### src/rtl/sdr_seq_pkg.sv
package sdr_seq_pkg;

    localparam int SDR_COL_W  = 8;
    localparam int SDR_BANK_W = 2;
    localparam int SDR_LAT_LO = 2;
    localparam int SDR_LAT_HI = 3;

    typedef enum logic [1:0] {
        OP_READ  = 2'd0,
        OP_WRITE = 2'd1,
        OP_TERM  = 2'd2,
        OP_MODE  = 2'd3
    } seq_op_e;

    typedef enum logic [2:0] {
        BL_1    = 3'd0,
        BL_2    = 3'd1,
        BL_4    = 3'd2,
        BL_8    = 3'd3,
        BL_FULL = 3'd7
    } bl_code_e;

    typedef struct packed {
        bl_code_e bl;
        logic     ilv;
        logic     lat3;
    } mode_t;

    localparam mode_t MODE_RESET = '{bl: BL_1, ilv: 1'b0, lat3: 1'b0};

    // Low-bit mask that selects the wrapping part of the column
    function automatic logic [SDR_COL_W-1:0] burst_mask(bl_code_e bl);
        case (bl)
            BL_2:    return SDR_COL_W'(1);
            BL_4:    return SDR_COL_W'(3);
            BL_8:    return SDR_COL_W'(7);
            BL_FULL: return '1;
            default: return '0;
        endcase
    endfunction

    function automatic logic mode_legal(logic [2:0] code, logic ilv);
        case (code)
            3'd0, 3'd1, 3'd2, 3'd3: return 1'b1;
            3'd7:                   return !ilv;
            default:                return 1'b0;
        endcase
    endfunction

endpackage

### src/rtl/sdr_col_gen.sv
module sdr_col_gen
    import sdr_seq_pkg::*;
(
    input  logic [SDR_COL_W-1:0] start,
    input  logic [SDR_COL_W-1:0] cnt,
    input  mode_t                mode,
    output logic [SDR_COL_W-1:0] col,
    output logic                 last
);
    logic [SDR_COL_W-1:0] mask;
    logic [SDR_COL_W-1:0] offset;

    always_comb begin
        mask   = burst_mask(mode.bl);
        offset = mode.ilv ? (start ^ cnt) : (start + cnt);
        col    = (start & ~mask) | (offset & mask);
        last   = (mode.bl != BL_FULL) && ((cnt & mask) == mask);
    end
endmodule

### src/rtl/sdr_mode_reg.sv
module sdr_mode_reg
    import sdr_seq_pkg::*;
(
    input  logic                 clk,
    input  logic                 rst,
    input  logic                 load,
    input  logic                 busy,
    input  logic [SDR_COL_W-1:0] field,
    output mode_t                mode
);
    mode_t cand;

    always_comb begin
        cand.bl   = bl_code_e'(field[2:0]);
        cand.ilv  = field[3];
        cand.lat3 = field[4];
    end

    always_ff @(posedge clk) begin
        if (rst) begin
            mode <= MODE_RESET;
        end else if (load && !busy && mode_legal(field[2:0], field[3])) begin
            mode <= cand;
        end
    end
endmodule

### src/rtl/sdr_rd_pipe.sv
module sdr_rd_pipe
    import sdr_seq_pkg::*;
#(
    parameter int DEPTH = SDR_LAT_HI
) (
    input  logic clk,
    input  logic rst,
    input  logic issue,
    input  logic lat3,
    output logic rd_valid,
    output logic pending
);
    logic [DEPTH-1:0] stg;
    int               ins_idx;

    assign ins_idx  = lat3 ? (SDR_LAT_HI - 1) : (SDR_LAT_LO - 1);
    assign rd_valid = stg[0];
    assign pending  = |stg;

    always_ff @(posedge clk) begin
        if (rst) begin
            stg <= '0;
        end else begin
            for (int i = 0; i < DEPTH; i++) begin
                stg[i] <= ((i == DEPTH - 1) ? 1'b0 : stg[(i + 1) % DEPTH])
                          | (issue && (ins_idx == i));
            end
        end
    end
endmodule

### src/rtl/sdr_burst_seq.sv
module sdr_burst_seq
    import sdr_seq_pkg::*;
#(
    parameter int COL_W  = SDR_COL_W,
    parameter int BANK_W = SDR_BANK_W
) (
    input  logic              clk,
    input  logic              rst,
    input  logic              cmd_valid,
    input  logic [1:0]        cmd_op,
    input  logic [BANK_W-1:0] cmd_bank,
    input  logic [COL_W-1:0]  cmd_col,
    input  logic              cmd_udqm,
    input  logic              cmd_ldqm,
    output logic              beat_valid,
    output logic              beat_write,
    output logic [BANK_W-1:0] beat_bank,
    output logic [COL_W-1:0]  beat_col,
    output logic              beat_last,
    output logic [1:0]        beat_be,
    output logic              rd_valid
);
    seq_op_e             op;
    logic                new_burst, term, load;
    logic                active_q, wr_q, rd_pending, busy;
    logic [COL_W-1:0]    start_q, cnt_q;
    logic [BANK_W-1:0]   bank_q;
    mode_t               mode_q;
    logic [COL_W-1:0]    gen_col;
    logic                gen_last;
    logic                first_last;

    assign op         = seq_op_e'(cmd_op);
    assign new_burst  = cmd_valid && (op == OP_READ || op == OP_WRITE);
    assign term       = cmd_valid && (op == OP_TERM);
    assign load       = cmd_valid && (op == OP_MODE);
    assign busy       = active_q || beat_valid || rd_pending;
    assign first_last = (mode_q.bl == BL_1);

    sdr_mode_reg u_mode (
        .clk   (clk),
        .rst   (rst),
        .load  (load),
        .busy  (busy),
        .field (cmd_col),
        .mode  (mode_q)
    );

    sdr_col_gen u_col (
        .start (start_q),
        .cnt   (cnt_q),
        .mode  (mode_q),
        .col   (gen_col),
        .last  (gen_last)
    );

    sdr_rd_pipe #(.DEPTH(SDR_LAT_HI)) u_rd (
        .clk      (clk),
        .rst      (rst),
        .issue    (beat_valid && !beat_write),
        .lat3     (mode_q.lat3),
        .rd_valid (rd_valid),
        .pending  (rd_pending)
    );

    always_ff @(posedge clk) begin
        if (rst) begin
            active_q   <= 1'b0;
            wr_q       <= 1'b0;
            start_q    <= '0;
            cnt_q      <= '0;
            bank_q     <= '0;
            beat_valid <= 1'b0;
            beat_write <= 1'b0;
            beat_bank  <= '0;
            beat_col   <= '0;
            beat_last  <= 1'b0;
            beat_be    <= '0;
        end else begin
            beat_be <= ~{cmd_udqm, cmd_ldqm};
            if (new_burst) begin
                start_q    <= cmd_col;
                bank_q     <= cmd_bank;
                wr_q       <= (op == OP_WRITE);
                cnt_q      <= COL_W'(1);
                active_q   <= !first_last;
                beat_valid <= 1'b1;
                beat_write <= (op == OP_WRITE);
                beat_bank  <= cmd_bank;
                beat_col   <= cmd_col;
                beat_last  <= first_last;
            end else if (term) begin
                active_q   <= 1'b0;
                beat_valid <= 1'b0;
                beat_last  <= 1'b0;
            end else if (active_q) begin
                cnt_q      <= cnt_q + COL_W'(1);
                active_q   <= !gen_last;
                beat_valid <= 1'b1;
                beat_write <= wr_q;
                beat_bank  <= bank_q;
                beat_col   <= gen_col;
                beat_last  <= gen_last;
            end else begin
                beat_valid <= 1'b0;
                beat_last  <= 1'b0;
            end
        end
    end
endmodule

### config.mk
export PLATFORM = sky130hd
export DESIGN_NAME = sdr_burst_seq
export DESIGN_NICKNAME = d
export VERILOG_FILES = /design/src/rtl/sdr_seq_pkg.sv /design/src/rtl/sdr_col_gen.sv /design/src/rtl/sdr_mode_reg.sv /design/src/rtl/sdr_rd_pipe.sv /design/src/rtl/sdr_burst_seq.sv
export SDC_FILE = /design/constraint.sdc
export NUM_CORES = 1
export LEC_CHECK = 0
export ABC_CLOCK_PERIOD_IN_PS = 2730
export BUFFER_PORTS_ARGS = -buffer_cell sky130_fd_sc_hd__buf_4
export CORE_MARGIN = 1.5
export CORE_UTILIZATION = 40
export CTS_CLUSTER_SIZE = 20
export DETAILED_ROUTE_END_ITERATION = 8
export SYNTH_ARGS = -nofsm -noshare
export SYNTH_HDL_FRONTEND = slang
export SYNTH_SLANG_ARGS = --single-unit
### constraint.sdc
create_clock -name clk -period 2.73 [get_ports clk]
set_input_delay 0.1365 -clock clk [delete_from_list [all_inputs] [get_ports clk]]
set_output_delay 0.1365 -clock clk [all_outputs]
set_load 0.02 [all_outputs]
==> results of run 1 <==
## worst max-delay path, stage by stage, from the launching register on
cell and delay, ns:
dfxtp_1 0.44, ha_1 0.21, inv_1 0.06, fa_1 0.37, nor2b_1 0.17, o21ai_0 0.10
a21oi_1 0.21, nor4b_1 0.08, or3b_1 0.34
## per-stage QoR
| stage | hold slack (ns) | power (mW) |
|---|---|---|
| floorplan | 0.203 | 0.774 |
| global placement | 0.287 | 0.836 |
| detailed placement | 0.291 | 0.837 |
| CTS | 0.0928 | 1.28 |
| global route | 0.0964 | 1.32 |
| finish | 0.102 | 1.27 |
## cell families (layout without fill, tap and decap cells)
| family | count (synthesis) | after routing | synth area share (%) |
|---|---|---|---|
| and+or+nand+nor | 115 | 115 | 25.9 |
| AOI/OAI and AO/OA | 61 | 61 | 18.0 |
| DFF | 43 | 43 | 39.1 |
| buffers and inverters | 22 | 51 | 4.32 |
| xor gates and xnor gates | 11 | 11 | 4.38 |
| adders and majority gates | 10 | 10 | 5.97 |
| muxes | 5 | 5 | 2.27 |
## flip-flops by register name, summed over array words and instances, names as in the netlist, 2 cells and up
signal	count
cnt_q	8
u_mode.mode	5
u_rd.stg	3
beat_bank	2
start_q	8
beat_be	2
bank_q	2
beat_col	8
## Yosys cell counts (2+ instances only)
| cell | number | share of area (%) |
|---|---|---|
| a211o_1 | 3 | 1.2 |
| a211oi_1 | 6 | 2.0 |
| a21oi_1 | 24 | 5.5 |
| a311oi_1 | 4 | 1.6 |
| and3_1 | 4 | 1.1 |
| buf_1 | 2 | 0.34 |
| buf_2 | 10 | 2.3 |
| clkbuf_1 | 3 | 0.51 |
| dfxtp_1 | 43 | 39 |
| ha_1 | 8 | 4.5 |
| inv_1 | 6 | 1.0 |
| mux2i_1 | 5 | 2.3 |
| nand2_1 | 40 | 6.8 |
| nand2b_1 | 5 | 1.4 |
| nand3_1 | 5 | 1.1 |
| nand3b_1 | 3 | 1.0 |
| nand4_1 | 2 | 0.57 |
| nor2_1 | 33 | 5.6 |
| nor2b_1 | 4 | 1.1 |
| nor3_1 | 3 | 0.68 |
| nor3b_1 | 4 | 1.4 |
| nor4_1 | 3 | 0.85 |
| o211ai_1 | 2 | 0.68 |
| o21ai_0 | 6 | 1.4 |
| o21ai_1 | 2 | 0.45 |
| o22a_1 | 3 | 1.2 |
| xnor2_1 | 3 | 1.2 |
| xor2_1 | 8 | 3.2 |
## power breakdown
group	total, mW	internal (mW)	switching [mW]
logic	0.155	0.0690	0.0857
clock network	0.443	0.207	0.236
registers	0.670	0.651	0.0185
## per-layer routing
layer / global-route usage [%] / part of all wire (%) / vias up
li1: - / - / 986
met1: 27.1 / 51 / 880
met2: 29.2 / 43 / 54
met3: 4.05 / 5.1 / 5
met4: 5.45 / 1.1 / 0
met5: 0 / 0 / -
## area by class of cell
type / instances / area, sq um
multi-input combinational: 202 / 1240
clock buffer: 6 / 82.6
timing repair buffer: 36 / 275
tap: 70 / 87.6
sequential: 43 / 861
fill: 531 / 2610
clock inverter: 2 / 16.3
inverter: 7 / 26.3
## repair_timing
| item | CTS | global route |
|---|---|---|
| buffers inserted | 0 | 0 |
| endpoints found under the hold margin | 2 | 0 |
| hold buffers | 2 | 0 |
## worst min-delay path by stage
stage	from	end	slack, ns	depth (start not counted)
finish	cmd_col[1]	start_q[1]	0.10	3
global route	cmd_bank[1]	bank_q[1]	0.1	3
CTS	cmd_bank[0]	bank_q[0]	0.09	3
detailed placement	cmd_udqm	beat_be[1]	0.29	2
global placement	cmd_udqm	beat_be[1]	0.29	2
floorplan	cmd_udqm	beat_be[1]	0.20	1
==> results.py, run 1 <==
metrics = {
    "setup_path": {
        "worst-r2r-setup-slack_ns": 0.63,
        "endpoint": "beat_col[6]",
        "crit_fanout": 6,
        "r2r_cells": 8,
        "r2r-start": "cnt_q[0]",
        "r2r_end": "beat_col[6]",
        "worstPathArrival_ns": 2.29,
        "start_kind": "register",
        "critPathKind": "reg2reg",
        "critPathCaptureType": "register",
        "critPathRequiredTime_ns": 2.92,
        "crit_path_start": "cnt_q[0]",
    },
    "cts": {
        "cts_sinks": 43,
        "post_cts_resized": 0,
        "cts_root_buf": "clkbuf_8",
        "clk_pin_slew_ns": 0.09,
        "cts_tree": "built",
        "worst_skew_pair.late_latency_ns": 0.30,
        "cts_made_buffers": 5,
        "htreeDepth": 2,
        "clockBufferDepth": 2,
    },
    "synthesis": {
        "netlist_area_sq_mm": 0.00220,
        "synth_seq_cells": 43,
        "syn_nets": 293,
        "synth_edf_count": 0,
        "synthDistinctLibCells": 51,
        "ys_async_sr_fraction_pct": 0,
        "ys_warn_count": 0,
        "syn-instance-count": 267,
        "synthFlopType": "dfxtp_1",
        "avgSynthCellArea_sq_um": 8.24,
        "ys_seq_area_share_pct": 39.1,
    },
    "floorplanning": {
        "die_x_um": 77.2,
        "die_h_um": 77.2,
        "start_util_pct": 42.3,
        "ios": 33,
        "coreArea_sq_mm": 0.00520,
        "die-area_sq_mm": 0.00596,
        "rows": 26,
    },
    "timing": {
        "finalClockSkew_ns": 0.00871,
        "fin_setup_tns_ns": 0,
        "fmax_ghz": 0.477,
        "slew_headroom_pct": 54.8,
        "rsz0062_at_grt": "no",
        "finalSetupViolations": 0,
        "finalMaxSlewViolations": 0,
        "tightestPinTransition_ns": 0.678,
        "fin_crit_sh_pct": 76.9,
        "hold_viol_final": 0,
        "fin_ws_ns": 0.632,
        "period_needed_ns": 2.10,
    },
    "drt": {
        "routedWlPerCell_um": 14.3,
        "antenna_left": 0,
        "drc": 0,
        "viasPerCell": 5.26,
        "vias": 1925,
        "drtPass1Iterations": 4,
        "drt_iter0_markers": 125,
        "wl_um": 5220,
    },
    "finish": {
        "stdcell_count": 366,
        "layout-drive-gt1-share_pct": 16.2,
        "syn_to_final_growth_pct": 17.9,
        "final_cell_area_sq_mm": 0.00259,
        "final_common_cell": "dfxtp_1",
        "final_cell_mix": "dfxtp_1 (43), nand2_1 (40), buf_4 (34), nor2_1 (33), a21oi_1 (24)",
        "fin_util_pct": 49.8,
        "fin_nets": 321,
        "antenna_cells": 0,
    },
    "run_status": {
        "status": "finished, final reports clean",
    },
    "hold_path": {
        "worst_hold_path_type": "in2reg",
    },
    "pwr": {
        "ir_worst_vdd_v": 0.000308,
        "power_density_mw_per_mm2": 489,
        "p_leak_nw": 1.01,
    },
    "global_route": {
        "grt_use_total_pct": 19.2,
        "grt_pass1_wl_um": 9190,
        "grt_max_degree": 38,
        "grt_antenna_before_repair": 0,
        "overflow": 0,
        "first_global_vias": 1853,
    },
    "placement": {
        "dp_hpwl_um": 3680,
        "place_ws_ns": 0.661,
        "routabilityCongestion": 0.815,
        "io_buffer_count": 32,
        "place_area_sq_mm": 0.00247,
        "placed_cells": 356,
    },
    "run": {
        "max_cap_violations": 0,
    },
}
(Power assumes the default switching activity.)
==> run 2, diff against run 1 <==
--- a/config.mk
+++ b/config.mk
@@ -5,7 +5,8 @@
 export SDC_FILE = /design/constraint.sdc
 export NUM_CORES = 1
 export LEC_CHECK = 0
-export ABC_CLOCK_PERIOD_IN_PS = 2730
+export ABC_AREA = 1
+export ABC_CLOCK_PERIOD_IN_PS = 1800
 export BUFFER_PORTS_ARGS = -buffer_cell sky130_fd_sc_hd__buf_4
 export CORE_MARGIN = 1.5
 export CORE_UTILIZATION = 40
==> constraint.sdc (replaced) <==
create_clock -name clk -period 1.8 [get_ports clk]
set_input_delay 0.09 -clock clk [delete_from_list [all_inputs] [get_ports clk]]
set_output_delay 0.09 -clock clk [all_outputs]
set_load 0.02 [all_outputs]
==> run 2 against run 1 <==
Net effect:
- cell count grew 8.7%
- via count increased by 1.9%
- global-route usage down 0.31 points
- final area increased by 0.58%
- register-to-register slack got worse by 0.50 ns
- synthesized cell count grew 7.9%
- largest power group unchanged
- critical path type unchanged
==> results.py, run 2 <==
metrics = {
    "global_route": {
        "grt_pass1_wl_um": 8790,
        "grt_use_total_pct": 18.9,
        "grt_max_degree": 18,
        "grt_antenna_before_repair": 0,
        "overflow": 0,
        "first_global_vias": 1895,
    },
    "placement": {
        "routabilityCongestion": 0.796,
        "io_buffer_count": 32,
        "dp_hpwl_um": 3860,
        "placed_cells": 388,
        "place_ws_ns": 0.0168,
        "place_area_sq_mm": 0.00248,
    },
    "drt": {
        "routedWlPerCell_um": 13.1,
        "drt_iter0_markers": 112,
        "drtPass1Iterations": 4,
        "antenna_left": 0,
        "vias": 1962,
        "viasPerCell": 4.93,
        "wl_um": 5200,
        "drc": 0,
    },
    "cts": {
        "worst_skew_pair.late_latency_ns": 0.30,
        "clk_pin_slew_ns": 0.08,
        "cts_sinks": 43,
        "cts_made_buffers": 5,
        "post_cts_buffers": 0,
        "htreeDepth": 2,
        "cts_tree": "built",
        "clockBufferDepth": 2,
        "cts_root_buf": "clkbuf_8",
    },
    "timing": {
        "rsz0062_at_grt": "no",
        "fin_ws_ns": 0.136,
        "hold_slack_ns": 0.0354,
        "finalSetupViolations": 0,
        "fmax_ghz": 0.601,
        "finalMaxSlewViolations": 0,
        "tightestPinTransition_ns": 0.525,
        "finalClockSkew_ns": 0.00694,
        "fin_setup_tns_ns": 0,
        "hold_viol_final": 0,
        "slew_headroom_pct": 64.8,
        "period_needed_ns": 1.66,
        "fin_crit_sh_pct": 92.4,
    },
    "pwr": {
        "power_density_mw_per_mm2": 759,
        "power_mw": 1.98,
        "p_leak_nw": 1.14,
        "ir_worst_vdd_v": 0.000448,
    },
    "finish": {
        "final_cell_mix": "nand2_1 (49), dfxtp_1 (43), inv_1 (38), buf_4 (38), o21ai_0 (26)",
        "reg_top3": "beat_col: 8 flops, cnt_q: 8 flops, start_q: 8 flops",
        "multiInputGateArea_sq_mm": 0.00108,
        "antenna_cells": 0,
        "syn_to_final_growth_pct": 19.5,
        "seqCellArea_sq_um": 861,
        "layout-drive-gt1-share_pct": 20.1,
        "final_common_cell": "nand2_1",
        "fillers": 525,
        "fin_nets": 353,
        "stdcell_count": 398,
        "fin_util_pct": 50.4,
        "final_cell_area_sq_mm": 0.00261,
    },
    "synthesis": {
        "avgSynthCellArea_sq_um": 7.58,
        "syn_nets": 314,
        "yosysTopAreaCellShare_pct": 39.4,
        "synth_seq_cells": 43,
        "ys_async_sr_fraction_pct": 0,
        "syn-instance-count": 288,
        "ys_warn_count": 0,
        "netlist_top_cells_area": "dfxtp_1 (39%), nand2_1 (8.4%), inv_1 (6.5%)",
        "synth_edf_count": 0,
        "synth_largest_area_cell": "dfxtp_1",
        "yosysMostFrequentCell": "nand2_1",
        "synthFlopType": "dfxtp_1",
        "netlist_area_sq_mm": 0.00218,
        "netlist_top_cells_count": "nand2_1 (49), dfxtp_1 (43), inv_1 (38), o21ai_0 (27), a21oi_1 (25)",
        "ys_seq_area_share_pct": 39.4,
        "synthDistinctLibCells": 38,
    },
    "hold_path": {
        "worst_hold_path_type": "in2reg",
        "worst_hold_path.num_cells": 3,
        "min_from": "cmd_col[6]",
        "min_to": "start_q[6]",
    },
    "setup_path": {
        "path_buf_inv": 1,
        "r2r-start": "cnt_q[0]",
        "critPathRequiredTime_ns": 2.00,
        "crit_slowest_cell": "fa_2",
        "worst-r2r-setup-slack_ns": 0.14,
        "worstPathArrival_ns": 1.86,
        "critPathCaptureType": "register",
        "r2r_end": "beat_col[1]",
        "worstPathCellList": "ha_1 -> inv_1 -> fa_2 -> o21ai_0 -> o21ai_0 -> o21ai_0 -> nor2_1 -> nor2_1",
        "critPathKind": "reg2reg",
        "start_kind": "register",
        "r2r_cells": 8,
        "critical_path.most_common_cell": "o21ai_0",
        "crit_fanout": 2,
        "crit_family": "adder cells",
        "crit_path_max_incr_delay_ns": 0.51,
    },
    "floorplanning": {
        "die_x_um": 76.9,
        "die_h_um": 76.9,
        "die-area_sq_mm": 0.00591,
        "start_util_pct": 42.2,
        "rows": 26,
        "ios": 33,
        "coreArea_sq_mm": 0.00517,
    },
    "run_status": {
        "status": "finished, final reports clean",
    },
    "run": {
        "max_cap_violations": 0,
    },
}
==> run 2: cell types whose count changed after synthesis, moves of 9 or more <==
| cell | delta |
|---|---|
| nor2_1 | -10 |
| buf_2 | -10 |
| nand2_1 | +9 |
| inv_1 | +32 |
| nand3_1 | +13 |
| o21ai_0 | +21 |
==> run 2: cells by family (layout without fill, tap and decap cells) <==
kind of cell	after synthesis	in the layout	share of synthesized area [%]
and+or+nand+nor	109	109	22.8
AOI/OAI and AO/OA	72	72	18.7
buffers and inverters	50	90	11.5
DFF	43	43	39.4
adders and majority gates	9	9	5.50
xor gates and xnor gates	3	3	1.20
muxes	2	2	0.917
==> run 2: how the worst max path moves through the flow <==
stage | from | endpoint | depth (start not counted)
6_report | cnt_q[0] | beat_col[1] | 8
5_1_grt | cnt_q[4] | beat_col[7] | 12
4_1_cts | start_q[0] | beat_col[4] | 9
3_5_place_dp | start_q[0] | beat_col[4] | 9
3_3_place_gp | start_q[0] | beat_col[4] | 9
2_1_floorplan | cnt_q[0] | beat_col[4] | 9
==> run 2: what timing repair did <==
item | in CTS | in global routing
hold buffers | 2 | 0
endpoints found under the setup margin | 0 | 2
hold endpoints to repair | 2 | 0
resized for setup | 0 | 3
==> run 2: metal layers <==
| layer | share of wire, % | routed length (um) | vias to the layer above | GRT usage [%] |
|---|---|---|---|---|
| li1 | - | - | 1024 | - |
| met3 | 3.4 | 175 | 5 | 3.10 |
| met2 | 47 | 2460 | 33 | 30.4 |
| met5 | 0 | 0 | - | 0 |
| met4 | 1.2 | 60 | 0 | 8.15 |
| met1 | 48 | 2500 | 900 | 24.7 |
==> run 2: tightest hold or removal path: cells and delay by family <==
family          cells  cell delay, ns
compound gates      1            0.07
buf+inv             1            0.08
simple gates        1            0.06
==> run 2: area by class of cell <==
| class | instances | share of cell area (%) |
|---|---|---|
| Multi-Input combinational cell | 195 | 41.3 |
| Clock buffer | 6 | 3.17 |
| Clock inverter | 2 | 0.624 |
| Tap cell | 70 | 3.36 |
| Inverter | 42 | 6.81 |
| Timing Repair Buffer | 40 | 11.7 |
| Sequential cell | 43 | 33.0 |
==> run 2: report_power, final <==
| group | total (mW) | internal (mW) | leakage (nW) | switching (mW) |
|---|---|---|---|---|
| sequential | 1.02 | 0.994 | 0.351 | 0.0262 |
| clock | 0.660 | 0.313 | 0.0474 | 0.346 |
| combinational | 0.299 | 0.122 | 0.740 | 0.177 |
| total | 1.98 | 1.43 | 1.14 | 0.549 |
==> run 3, diff against run 2 <==
--- a/config.mk
+++ b/config.mk
@@ -5,7 +5,6 @@
 export SDC_FILE = /design/constraint.sdc
 export NUM_CORES = 1
 export LEC_CHECK = 0
-export ABC_AREA = 1
 export ABC_CLOCK_PERIOD_IN_PS = 1800
 export BUFFER_PORTS_ARGS = -buffer_cell sky130_fd_sc_hd__buf_4
 export CORE_MARGIN = 1.5
==> run 3 against run 2 <==
Net effect:
- the flow now finishes with violations (setup timing)
- routed wire length increased by 4.6%
- setup slack got worse by 0.15 ns
- register-to-register slack got worse by 0.15 ns
- sequential power about the same
- clock-buffer cell count decreased by 1
- highest routed layer unchanged
==> results.py, run 3 (same netlist as run 1, synthesis figures left out) <==
metrics = {
    "global_route": {
        "grt_pass1_wl_um": 9030,
        "first_global_vias": 1815,
        "overflow": 0,
        "grt_max_degree": 38,
        "grt_antenna_before_repair": 0,
        "grt_use_total_pct": 19.2,
    },
    "finish": {
        "reg_top3": "beat_col: 8 flops, cnt_q: 8 flops, start_q: 8 flops",
        "antenna_cells": 0,
        "fin_nets": 332,
        "fillers": 500,
        "stdcell_count": 376,
        "layout-drive-gt1-share_pct": 23.2,
        "final_cell_mix": "buf_4 (44), nand2_1 (40), dfxtp_1 (39), nor2_1 (33), a21oi_1 (23)",
        "final_common_cell": "buf_4",
        "seqCellArea_sq_um": 868,
        "multiInputGateArea_sq_mm": 0.00131,
        "syn_to_final_growth_pct": 25.7,
    },
    "pwr": {
        "p_leak_nw": 1.07,
        "ir_worst_vdd_v": 0.000430,
        "power_mw": 2.02,
        "power_density_mw_per_mm2": 730,
    },
    "timing": {
        "fin_crit_sh_pct": 101,
        "period_needed_ns": 1.81,
        "finalMaxSlewViolations": 0,
        "slew_headroom_pct": 56.0,
        "tightestPinTransition_ns": 0.659,
        "fin_setup_tns_ns": -0.0114,
        "rsz0062_at_grt": "yes",
        "fmax_ghz": 0.552,
        "fin_ws_ns": -0.0114,
        "finalClockSkew_ns": 0.0148,
        "finalSetupViolations": 1,
        "hold_viol_final": 0,
    },
    "floorplanning": {
        "die_h_um": 77.2,
        "ios": 33,
        "die-area_sq_mm": 0.00596,
        "die_x_um": 77.2,
        "coreArea_sq_mm": 0.00520,
        "start_util_pct": 42.3,
        "rows": 26,
    },
    "cts": {
        "clockBufferDepth": 2,
        "cts_sinks": 43,
        "htreeDepth": 2,
        "cts_made_buffers": 5,
        "cts_root_buf": "clkbuf_8",
        "worst_skew_pair.late_latency_ns": 0.30,
        "cts_tree": "built",
        "clk_pin_slew_ns": 0.09,
    },
    "drt": {
        "drt_iter0_markers": 85,
        "antenna_left": 0,
        "drc": 0,
        "vias": 1977,
        "routedWlPerCell_um": 14.5,
        "wl_um": 5440,
        "drtPass1Iterations": 6,
        "viasPerCell": 5.26,
    },
    "setup_path": {
        "start_kind": "register",
        "critPathCaptureType": "register",
        "worstPathArrival_ns": 1.98,
        "worst-r2r-setup-slack_ns": -0.01,
        "crit_fanout": 3,
        "endpoint": "beat_col[6]",
        "r2r_cells": 7,
        "worstPathCellList": "ha_4 -> nor2b_2 -> o21ai_1 -> a21oi_2 -> buf_4 -> o211ai_1 -> or3b_1",
        "r2r_end": "beat_col[6]",
        "crit_family": "simple AND/OR/NAND/NOR gates",
        "crit_slowest_cell": "dfxtp_1",
        "critPathRequiredTime_ns": 1.97,
        "crit_path_max_incr_delay_ns": 0.43,
        "path_depth": 7,
        "crit_path_start": "start_q[2]",
        "critPathKind": "reg2reg",
        "r2r-start": "start_q[2]",
        "path_buf_inv": 1,
    },
    "placement": {
        "placed_cells": 366,
        "routabilityCongestion": 0.851,
        "io_buffer_count": 32,
        "dp_hpwl_um": 3890,
    },
    "run_status": {
        "violations": "setup timing",
        "status": "finished, violations left",
    },
    "hold_path": {
        "worst_hold_path_type": "in2reg",
        "min_from": "cmd_col[2]",
    },
    "run": {
        "max_cap_violations": 0,
    },
}
-- run 3: where the power goes --
group / internal (mW) / switching, mW
logic: 0.119 / 0.136
clock network: 0.407 / 0.342
registers: 0.988 / 0.0284
total: 1.51 / 0.506
-- run 3: how the worst min path moves through the flow --
stage | depth (start not counted) | to
after floorplan | 1 | beat_be[1]
after global placement | 2 | beat_be[1]
after detailed placement | 2 | beat_be[1]
after CTS | 3 | start_q[4]
after global routing | 3 | u_mode.mode[4]
final | 3 | u_mode.mode[4]
-- run 3: per-layer routing --
metal  wire length (um)  up-vias  GRT usage (%)  share of wire, %
met4                 50        0           4.91              0.92
li1                   -     1017              -                 -
met3                231        5           4.05               4.2
met2               2470       45           29.4                45
met1               2690      910           27.3                49
met5                  0        -              0                 0
-- run 3: metrics by stage --
stage	area (sq um)	util [%]	setup slack, ns	hold WS, ns
2_1_floorplan	2220	-	0.0184	0.157
3_3_place_gp	2580	49.6	-0.0424	0.240
3_5_place_dp	2580	49.6	-0.0807	0.244
4_1_cts	2740	52.5	-0.00995	0.0495
5_1_grt	2770	53.1	-0.0836	0.0581
6_report	2770	53.1	-0.0114	0.0531
-- run 3: cell type report --
cell class	count	share of cell area, %
multi-input combinational	202	47.3
sequential	43	31.4
timing repair buffer	47	13.4
tap	70	3.17
clock buffer	5	2.49
clock inverter	2	1.31
inverter	7	0.950
-- run 3: repair_timing --
item                       4_1_cts  5_1_grt
pin swaps                        2        5
buffers inserted                 1        0
gates resized for setup          5        7
hold endpoints to repair         2        0
hold buffers                     2        0
setup endpoints to repair        2        5
-- run 3: worst reg2reg max path, cell delays in order (launching register included) --
cell and delay (ns):
dfxtp_1 0.43, ha_4 0.24, nor2b_2 0.16, o21ai_1 0.16
a21oi_2 0.08, buf_4 0.13, o211ai_1 0.13, or3b_1 0.36
